File: src/rtl/shift_engine_pkg.sv
package shift_engine_pkg;

   typedef enum logic [1:0] {
      FILL_ZERO = 2'd0,
      FILL_SIGN = 2'd1,
      FILL_WRAP = 2'd2
   } fill_e;

   typedef enum logic [1:0] {
      AMT_PORT = 2'd0,
      AMT_REG1 = 2'd1,
      AMT_REG2 = 2'd2,
      AMT_PRIO = 2'd3
   } amt_src_e;

   typedef struct packed {
      fill_e    fill;
      logic     left;
      amt_src_e src;
      logic     pass;
      logic     ld_r1;
      logic     ld_r2;
      logic     drive;
   } sh_ctl_t;

   function automatic sh_ctl_t decode_op(input logic [3:0] op);
      sh_ctl_t c;
      c.fill  = FILL_ZERO;
      c.left  = 1'b0;
      c.src   = AMT_PORT;
      c.pass  = 1'b0;
      c.ld_r1 = 1'b0;
      c.ld_r2 = 1'b0;
      c.drive = 1'b0;
      case (op)
         4'h0: ;
         4'h1: c.left = 1'b1;
         4'h2: c.fill = FILL_WRAP;
         4'h3: begin c.fill = FILL_WRAP; c.left = 1'b1; end
         4'h4: c.src = AMT_REG1;
         4'h5: begin c.src = AMT_REG1; c.left = 1'b1; end
         4'h6: c.src = AMT_REG2;
         4'h7: begin c.src = AMT_REG2; c.left = 1'b1; end
         4'h8: begin c.pass = 1'b1; c.ld_r1 = 1'b1; end
         4'h9: begin c.pass = 1'b1; c.ld_r2 = 1'b1; end
         4'hA: c.fill = FILL_SIGN;
         4'hB: begin c.fill = FILL_SIGN; c.src = AMT_REG1; end
         4'hC: begin c.fill = FILL_SIGN; c.src = AMT_REG2; end
         4'hD: begin c.left = 1'b1; c.src = AMT_PRIO; c.drive = 1'b1; end
         4'hE: begin c.left = 1'b1; c.src = AMT_PRIO; c.drive = 1'b1; c.ld_r1 = 1'b1; end
         default: begin c.left = 1'b1; c.src = AMT_PRIO; c.drive = 1'b1; c.ld_r2 = 1'b1; end
      endcase
      return c;
   endfunction

endpackage

File: src/rtl/sign_prio_enc.sv
module sign_prio_enc #(
   parameter int DATA_W = 16,
   localparam int AMT_W = $clog2(DATA_W)
) (
   input  logic [DATA_W-1:0] data_i,
   output logic [AMT_W-1:0]  cnt_o
);
   // Counts bits below the sign bit that repeat it; saturates at DATA_W-1 naturally.
   always_comb begin
      logic run;
      cnt_o = '0;
      run   = 1'b1;
      for (int i = DATA_W - 2; i >= 0; i--) begin
         if (run && (data_i[i] == data_i[DATA_W-1])) cnt_o = cnt_o + AMT_W'(1);
         else run = 1'b0;
      end
   end
endmodule

File: src/rtl/shift_amt_ctl.sv
module shift_amt_ctl
   import shift_engine_pkg::*;
#(
   parameter int DATA_W = 16,
   localparam int AMT_W = $clog2(DATA_W)
) (
   input  logic             clk,
   input  logic             rst_n,
   input  logic             clr_i,
   input  sh_ctl_t          ctl_i,
   input  logic [AMT_W-1:0] port_amt_i,
   input  logic [AMT_W-1:0] prio_cnt_i,
   output logic [AMT_W-1:0] amt_o
);
   logic [AMT_W-1:0] reg1_q, reg2_q, load_val;

   // Load source: the normalise count for normalise-and-load, else the port.
   assign load_val = (ctl_i.src == AMT_PRIO) ? prio_cnt_i : port_amt_i;

   always_ff @(posedge clk or negedge rst_n) begin
      if (!rst_n) begin
         reg1_q <= '0;
         reg2_q <= '0;
      end else if (clr_i) begin
         reg1_q <= '0;
         reg2_q <= '0;
      end else begin
         if (ctl_i.ld_r1) reg1_q <= load_val;
         if (ctl_i.ld_r2) reg2_q <= load_val;
      end
   end

   always_comb begin
      if (ctl_i.pass) amt_o = '0;
      else begin
         case (ctl_i.src)
            AMT_PORT: amt_o = port_amt_i;
            AMT_REG1: amt_o = reg1_q;
            AMT_REG2: amt_o = reg2_q;
            default:  amt_o = prio_cnt_i;
         endcase
      end
   end
endmodule

File: src/rtl/shift_core.sv
module shift_core
   import shift_engine_pkg::*;
#(
   parameter int DATA_W     = 16,
   parameter bit LOG_STAGES = 1'b1,
   localparam int AMT_W = $clog2(DATA_W)
) (
   input  logic [DATA_W-1:0] data_i,
   input  logic [AMT_W-1:0]  amt_i,
   input  fill_e             fill_i,
   input  logic              left_i,
   output logic [DATA_W-1:0] data_o
);
   logic [DATA_W-1:0] rev_in, src_v, rshift, rev_out;

   // Left shifts reuse the right-shift path on bit-reversed data.
   for (genvar i = 0; i < DATA_W; i++) begin : g_rev
      assign rev_in[i]  = data_i[DATA_W-1-i];
      assign rev_out[i] = rshift[DATA_W-1-i];
   end

   assign src_v  = left_i ? rev_in : data_i;
   assign data_o = left_i ? rev_out : rshift;

   if (LOG_STAGES) begin : g_log
      logic [AMT_W:0][DATA_W-1:0] stg;
      logic fill_bit;
      assign fill_bit = (fill_i == FILL_SIGN) && data_i[DATA_W-1];
      assign stg[0]   = src_v;
      for (genvar s = 0; s < AMT_W; s++) begin : g_stage
         localparam int SH = 2 ** s;
         logic [SH-1:0] top_bits;
         assign top_bits   = (fill_i == FILL_WRAP) ? stg[s][SH-1:0] : {SH{fill_bit}};
         assign stg[s+1]   = amt_i[s] ? {top_bits, stg[s][DATA_W-1:SH]} : stg[s];
      end
      assign rshift = stg[AMT_W];
   end else begin : g_flat
      logic [2*DATA_W-1:0] dbl;
      always_comb begin
         dbl = {src_v, src_v} >> amt_i;
         case (fill_i)
            FILL_WRAP: rshift = dbl[DATA_W-1:0];
            FILL_SIGN: rshift = DATA_W'($signed(src_v) >>> amt_i);
            default:   rshift = src_v >> amt_i;
         endcase
      end
   end
endmodule

File: src/rtl/shift_engine.sv
module shift_engine
   import shift_engine_pkg::*;
#(
   parameter int DATA_W     = 16,
   parameter bit LOG_STAGES = 1'b1,
   localparam int AMT_W = $clog2(DATA_W)
) (
   input  logic              clk,
   input  logic              rst_n,
   input  logic              clr_i,
   input  logic [3:0]        op_i,
   input  logic [DATA_W-1:0] data_i,
   input  logic [AMT_W-1:0]  sv_i,
   input  logic              sv_hold_i,
   output logic [DATA_W-1:0] res_o,
   output logic [AMT_W-1:0]  sv_o,
   output logic              sv_drv_o
);
   if ((DATA_W < 4) || ((DATA_W & (DATA_W - 1)) != 0)) begin : g_bad_width
      $error("shift_engine: DATA_W must be a power of two of at least 4");
   end

   logic [3:0]        op_q;
   logic [DATA_W-1:0] data_q, shifted, res_q;
   logic [AMT_W-1:0]  sv_q, prio_cnt, amt;
   sh_ctl_t           ctl;

   always_ff @(posedge clk or negedge rst_n) begin
      if (!rst_n) begin
         op_q   <= '0;
         data_q <= '0;
         sv_q   <= '0;
      end else begin
         op_q   <= op_i;
         data_q <= data_i;
         sv_q   <= sv_i;
      end
   end

   assign ctl = decode_op(op_q);

   sign_prio_enc #(.DATA_W(DATA_W)) u_prio (
      .data_i (data_q),
      .cnt_o  (prio_cnt)
   );

   shift_amt_ctl #(.DATA_W(DATA_W)) u_amt (
      .clk        (clk),
      .rst_n      (rst_n),
      .clr_i      (clr_i),
      .ctl_i      (ctl),
      .port_amt_i (sv_q),
      .prio_cnt_i (prio_cnt),
      .amt_o      (amt)
   );

   shift_core #(.DATA_W(DATA_W), .LOG_STAGES(LOG_STAGES)) u_core (
      .data_i (data_q),
      .amt_i  (amt),
      .fill_i (ctl.fill),
      .left_i (ctl.left),
      .data_o (shifted)
   );

   always_ff @(posedge clk or negedge rst_n) begin
      if (!rst_n)     res_q <= '0;
      else if (clr_i) res_q <= '0;
      else            res_q <= shifted;
   end

   assign res_o    = res_q;
   assign sv_o     = prio_cnt;
   assign sv_drv_o = ctl.drive && !sv_hold_i;
endmodule

File: config.mk
export PLATFORM = sky130hd
export DESIGN_NAME = shift_engine
export DESIGN_NICKNAME = d
export VERILOG_FILES = /design/src/rtl/shift_engine_pkg.sv /design/src/rtl/sign_prio_enc.sv /design/src/rtl/shift_amt_ctl.sv /design/src/rtl/shift_core.sv /design/src/rtl/shift_engine.sv
export SDC_FILE = /design/constraint.sdc
export NUM_CORES = 1
export LEC_CHECK = 0
export ABC_AREA = 1
export BUFFER_PORTS_ARGS = -buffer_cell sky130_fd_sc_hd__buf_2
export CAP_MARGIN = 0
export CORE_AREA = 2 2 89 91
export DETAILED_ROUTE_END_ITERATION = 8
export DIE_AREA = 0 0 91 93
export PLACE_DENSITY = 0.8
export SLEW_MARGIN = 5
export SYNTH_ARGS = -nofsm -noshare
export SYNTH_HDL_FRONTEND = slang
export SYNTH_SLANG_ARGS = --single-unit
export TNS_END_PERCENT = 1
File: constraint.sdc
create_clock -name clk -period 9.7 [get_ports clk]
set_input_delay 1.94 -clock clk [delete_from_list [all_inputs] [get_ports clk]]
set_output_delay 1.94 -clock clk [all_outputs]
set_load 0.005 [all_outputs]
==> impl_summary.log <==
INFO  metric status = completed
INFO  metric pwr-share-clk = 0.248
INFO  metric floorplan.rows = 32
INFO  metric dp_hpwl = 8320 µm
INFO  metric num_io_pins = 49
INFO  metric antenna_found_initial = 0
INFO  metric mapped_cell_area = between 4000 and 5000 µm²
INFO  metric worstPathMaxFanout = 21
INFO  metric synth.most_common_cell = nand2_1
INFO  metric grt_start_max_net_pins = 49
INFO  metric synthesis.yosys.warnings = 0
INFO  metric clk_pin_slew_worst_paths = 0.10 ns
INFO  metric n_antenna_cell = 0
INFO  metric timing.fmax = 0.127 GHz
INFO  metric placed_area = roughly 4600 µm²
INFO  metric grt_pass1_vias = 4290
INFO  metric grt_pass1_wl = between 15000 and 20000 µm
INFO  metric layout-drive-gt1-share = 0.127
INFO  metric max_slew.worst_pin.slew = 1.07 ns
INFO  metric cts_post_setup_buffers_inserted = 0
INFO  metric syn-instance-count = 700
INFO  metric setup_total_negative_slack = 0 ns
INFO  metric syn_area_per_cell = 6.21 µm²
INFO  metric drc_violation_count_after_routing = 0
INFO  metric overflow_left_after_global_routing = 0
INFO  metric setup_repair_after_global_routing_missed_its_margin = no
INFO  metric ctsLongestPathBuffers = 2
INFO  metric timing.critical_path.max_delay_family = simple AND/OR/NAND/NOR gates
INFO  metric hold_path.class = flip-flop to flip-flop
INFO  metric design.final.nets = 773
INFO  metric slew_viol_final = 0
INFO  metric crit_arrival = 5.96 ns
INFO  metric cts_tree = done
INFO  metric synth_enable_flop_cells = 0
INFO  metric power.share.switching = 0.391
INFO  metric core_region_area = 7530 µm²
INFO  metric timing.final.crit_period = 7.90 ns
INFO  metric post_synth_main_area_contributors = dfrtp_1 28%, nand2_1 20%, nand3_1 10%, inv_1 7.0%, nor2_1 5.4%
INFO  metric clkSinkCount = 48
INFO  metric critical_path.most_common_cell = nand2_1
INFO  metric synth_common_cells = 233 x nand2_1, 87 x nand3_1, 81 x inv_1
INFO  metric net-switching-power = ~0.24 mW
INFO  metric power.internal = approximately 0.37 mW
INFO  metric postCtsResizedCells = 0
INFO  metric clock_latency_of_the_later_clocked_register_in_the_worst_skew_pair = 0.31 ns
INFO  metric postSynth.asyncResetShare = 1.00
INFO  metric pwr_density_cell = 130 nW/µm²
INFO  metric max-cap-violations = 0
INFO  metric required = approximately 7.8 ns
INFO  metric fp.dieArea = 8460 µm²
INFO  metric detailed_routing_iteration_count_for_the_pre_antenna_repair_pass = 6
INFO  metric synth_largest_type_area_fraction = 0.276
INFO  metric setup_viol = 0
INFO  metric crit_path_start_kind = flip-flop
INFO  metric globalplace.congestion = between 0.9 and 1
INFO  metric number_of_clock_buffers_inserted_by_tritoncts = 5
INFO  metric clock_tree.root_cell = clkbuf_8
INFO  metric critPathKind = flip-flop to output pin
INFO  metric combinational_share_of_power = 0.380
INFO  metric timing.final.hold_violations = 0
INFO  metric critical-path-slowest-cell = dfrtp_1
INFO  metric io_buffer_count = 48
INFO  metric finClkSkew = 0.00781 ns
INFO  metric synth_sequential_area_ratio = 0.276
INFO  metric flow.area_growth_from_synthesis = 8.27%
INFO  metric syn-num-nets = 740
INFO  metric dieWidth = 91 µm
INFO  metric synth.largest_area_cell = dfrtp_1
INFO  metric layout.cell_area.non_filler = 4700 µm²
INFO  metric die_height = 93 µm
INFO  metric cp.buffers_inverters = 4
INFO  metric drtAntennaViolNets = 0
INFO  metric irDropWorstVdd = 75.5 µV
INFO  metric floorplan.initialDensity = 0.577
INFO  metric synth_top_flop_cell = dfrtp_1
INFO  metric count_of_hold_buffers_inserted_by_post_cts_repair = 0
INFO  metric cts-htree-levels = 2
INFO  metric worst_path_largest_cell_delay = 0.81 ns
INFO  metric ys_seq_elements = 48
INFO  metric power.share.sequential = 0.372
INFO  metric drt_first_iter_violations = approximately 370
INFO  metric post_synth_num_cell_types = 38
INFO  metric wl_per_cell = 12.9 µm
INFO  metric leakage = 2.64 nW
INFO  metric via_per_inst = 5.47
INFO  metric endpoint_class_of_the_critical_path = output pin
INFO  metric finalCritPeriodShare = 0.815
INFO  metric globalRouteTotalUtil = 0.274
INFO  metric detailroute.via_count = roughly 4.6k
INFO  metric maxSlewHeadroom = 0.288
INFO  metric detail_route.wirelength = 10800 µm
==> power by group through the flow <==
stage | sequential, mW | clock [mW] | combinational [mW]
finish | 0.227 | 0.152 | 0.232
floorplan | 0.230 | 0 | 0.175
detailed placement | 0.231 | 0 | 0.228
global placement | 0.231 | 0 | 0.224
CTS | 0.227 | 0.155 | 0.230
global route | 0.230 | 0.163 | 0.268
==> cells in the final DEF (no fill, tap or decap), drive strengths merged <==
cell,instances
bufinv,1
a22o,1
nand4,24
clkinv,3
a31oi,4
o211ai,1
nand3b,3
ha,12
o22ai,4
clkbuf,5
xnor2,3
o21ai,56
and2,1
nor2,66
or2,1
buf,50
clkinvlp,1
a21oi,14
inv,90
nand2,245
nor3,1
nand3,92
o21bai,1
xor2,7
dfrtp,48
==> worst register-to-register path: cells and delay by family, from the launching register on <==
kind                     cells  cell delay, ns
buffers and inverters        2            0.27
adder cells (fa/ha/maj)      6            1.70
AND/OR/NAND/NOR             30            3.77
AO/OA/AOI/OAI                5            0.88
flip-flops                   1            0.81
==> path summary, 6_finish.rpt <==
| kind | slack, ns | endpoint | start | depth (start not counted) |
|---|---|---|---|---|
| max in group asynchronous | 7.21 | data_q[15] | rst_n | 1 |
| min | 0.50 | u_amt.reg2_q[1] | u_amt.reg2_q[1] | 2 |
| min reg2reg | 0.50 | u_amt.reg2_q[1] | u_amt.reg2_q[1] | 2 |
| max reg2reg | 2.16 | res_o[15] | data_q[15] | 43 |
| min in group asynchronous | 1.82 | data_q[2] | rst_n | 1 |
| max | 1.80 | sv_o[2] | data_q[15] | 38 |
==> per-stage QoR <==
| stage | util | instances | setup slack, ns | power [mW] | hold WS, ns |
|---|---|---|---|---|---|
| final | 0.625 | 836 | 1.80 | 0.611 | 0.499 |
| after global routing | 0.625 | 836 | 1.15 | 0.660 | 0.519 |
| after CTS | 0.625 | 836 | 1.85 | 0.612 | 0.498 |
| after detailed placement | 0.610 | 828 | 2.20 | 0.460 | 0.473 |
| after global placement | 0.610 | 828 | 2.49 | 0.455 | 0.468 |
| after floorplan | - | 700 | 3.20 | 0.405 | 0.453 |
==> area by class of cell <==
type                            instances  area [µm²]
Tap cell                              102         128
Fill cell                             751        2820
Clock buffer                            5        68.8
Multi-Input combinational cell        536        2650
Sequential cell                        48        1200
Inverter                               92         350
Timing Repair Buffer                   50         255
Clock inverter                          3        46.3
==> registers in the layout, indices dropped and copies added (netlist names) <==
signal	count
data_q	16
res_o	16
op_q	4
sv_q	4
u_amt.reg1_q	4
u_amt.reg2_q	4
==> per-layer routing <==
metal,part of all wire,global-route usage,up-vias
li1,-,-,2313
met1,0.46,0.371,2065
met2,0.47,0.465,177
met3,0.062,0.0338,19
met4,0.014,0.0720,0
met5,0,0,-
==> cell families (layout without fill, tap and decap cells) <==
group	count (synthesis)	after routing	share of synthesized area
compound gates	81	81	0.105
xor+xnor	10	10	0.0202
fa+ha+maj	12	12	0.0346
buf+inv	116	150	0.113
flops	48	48	0.276
simple gates	433	433	0.452
Power figures use the tool's default switching activity.
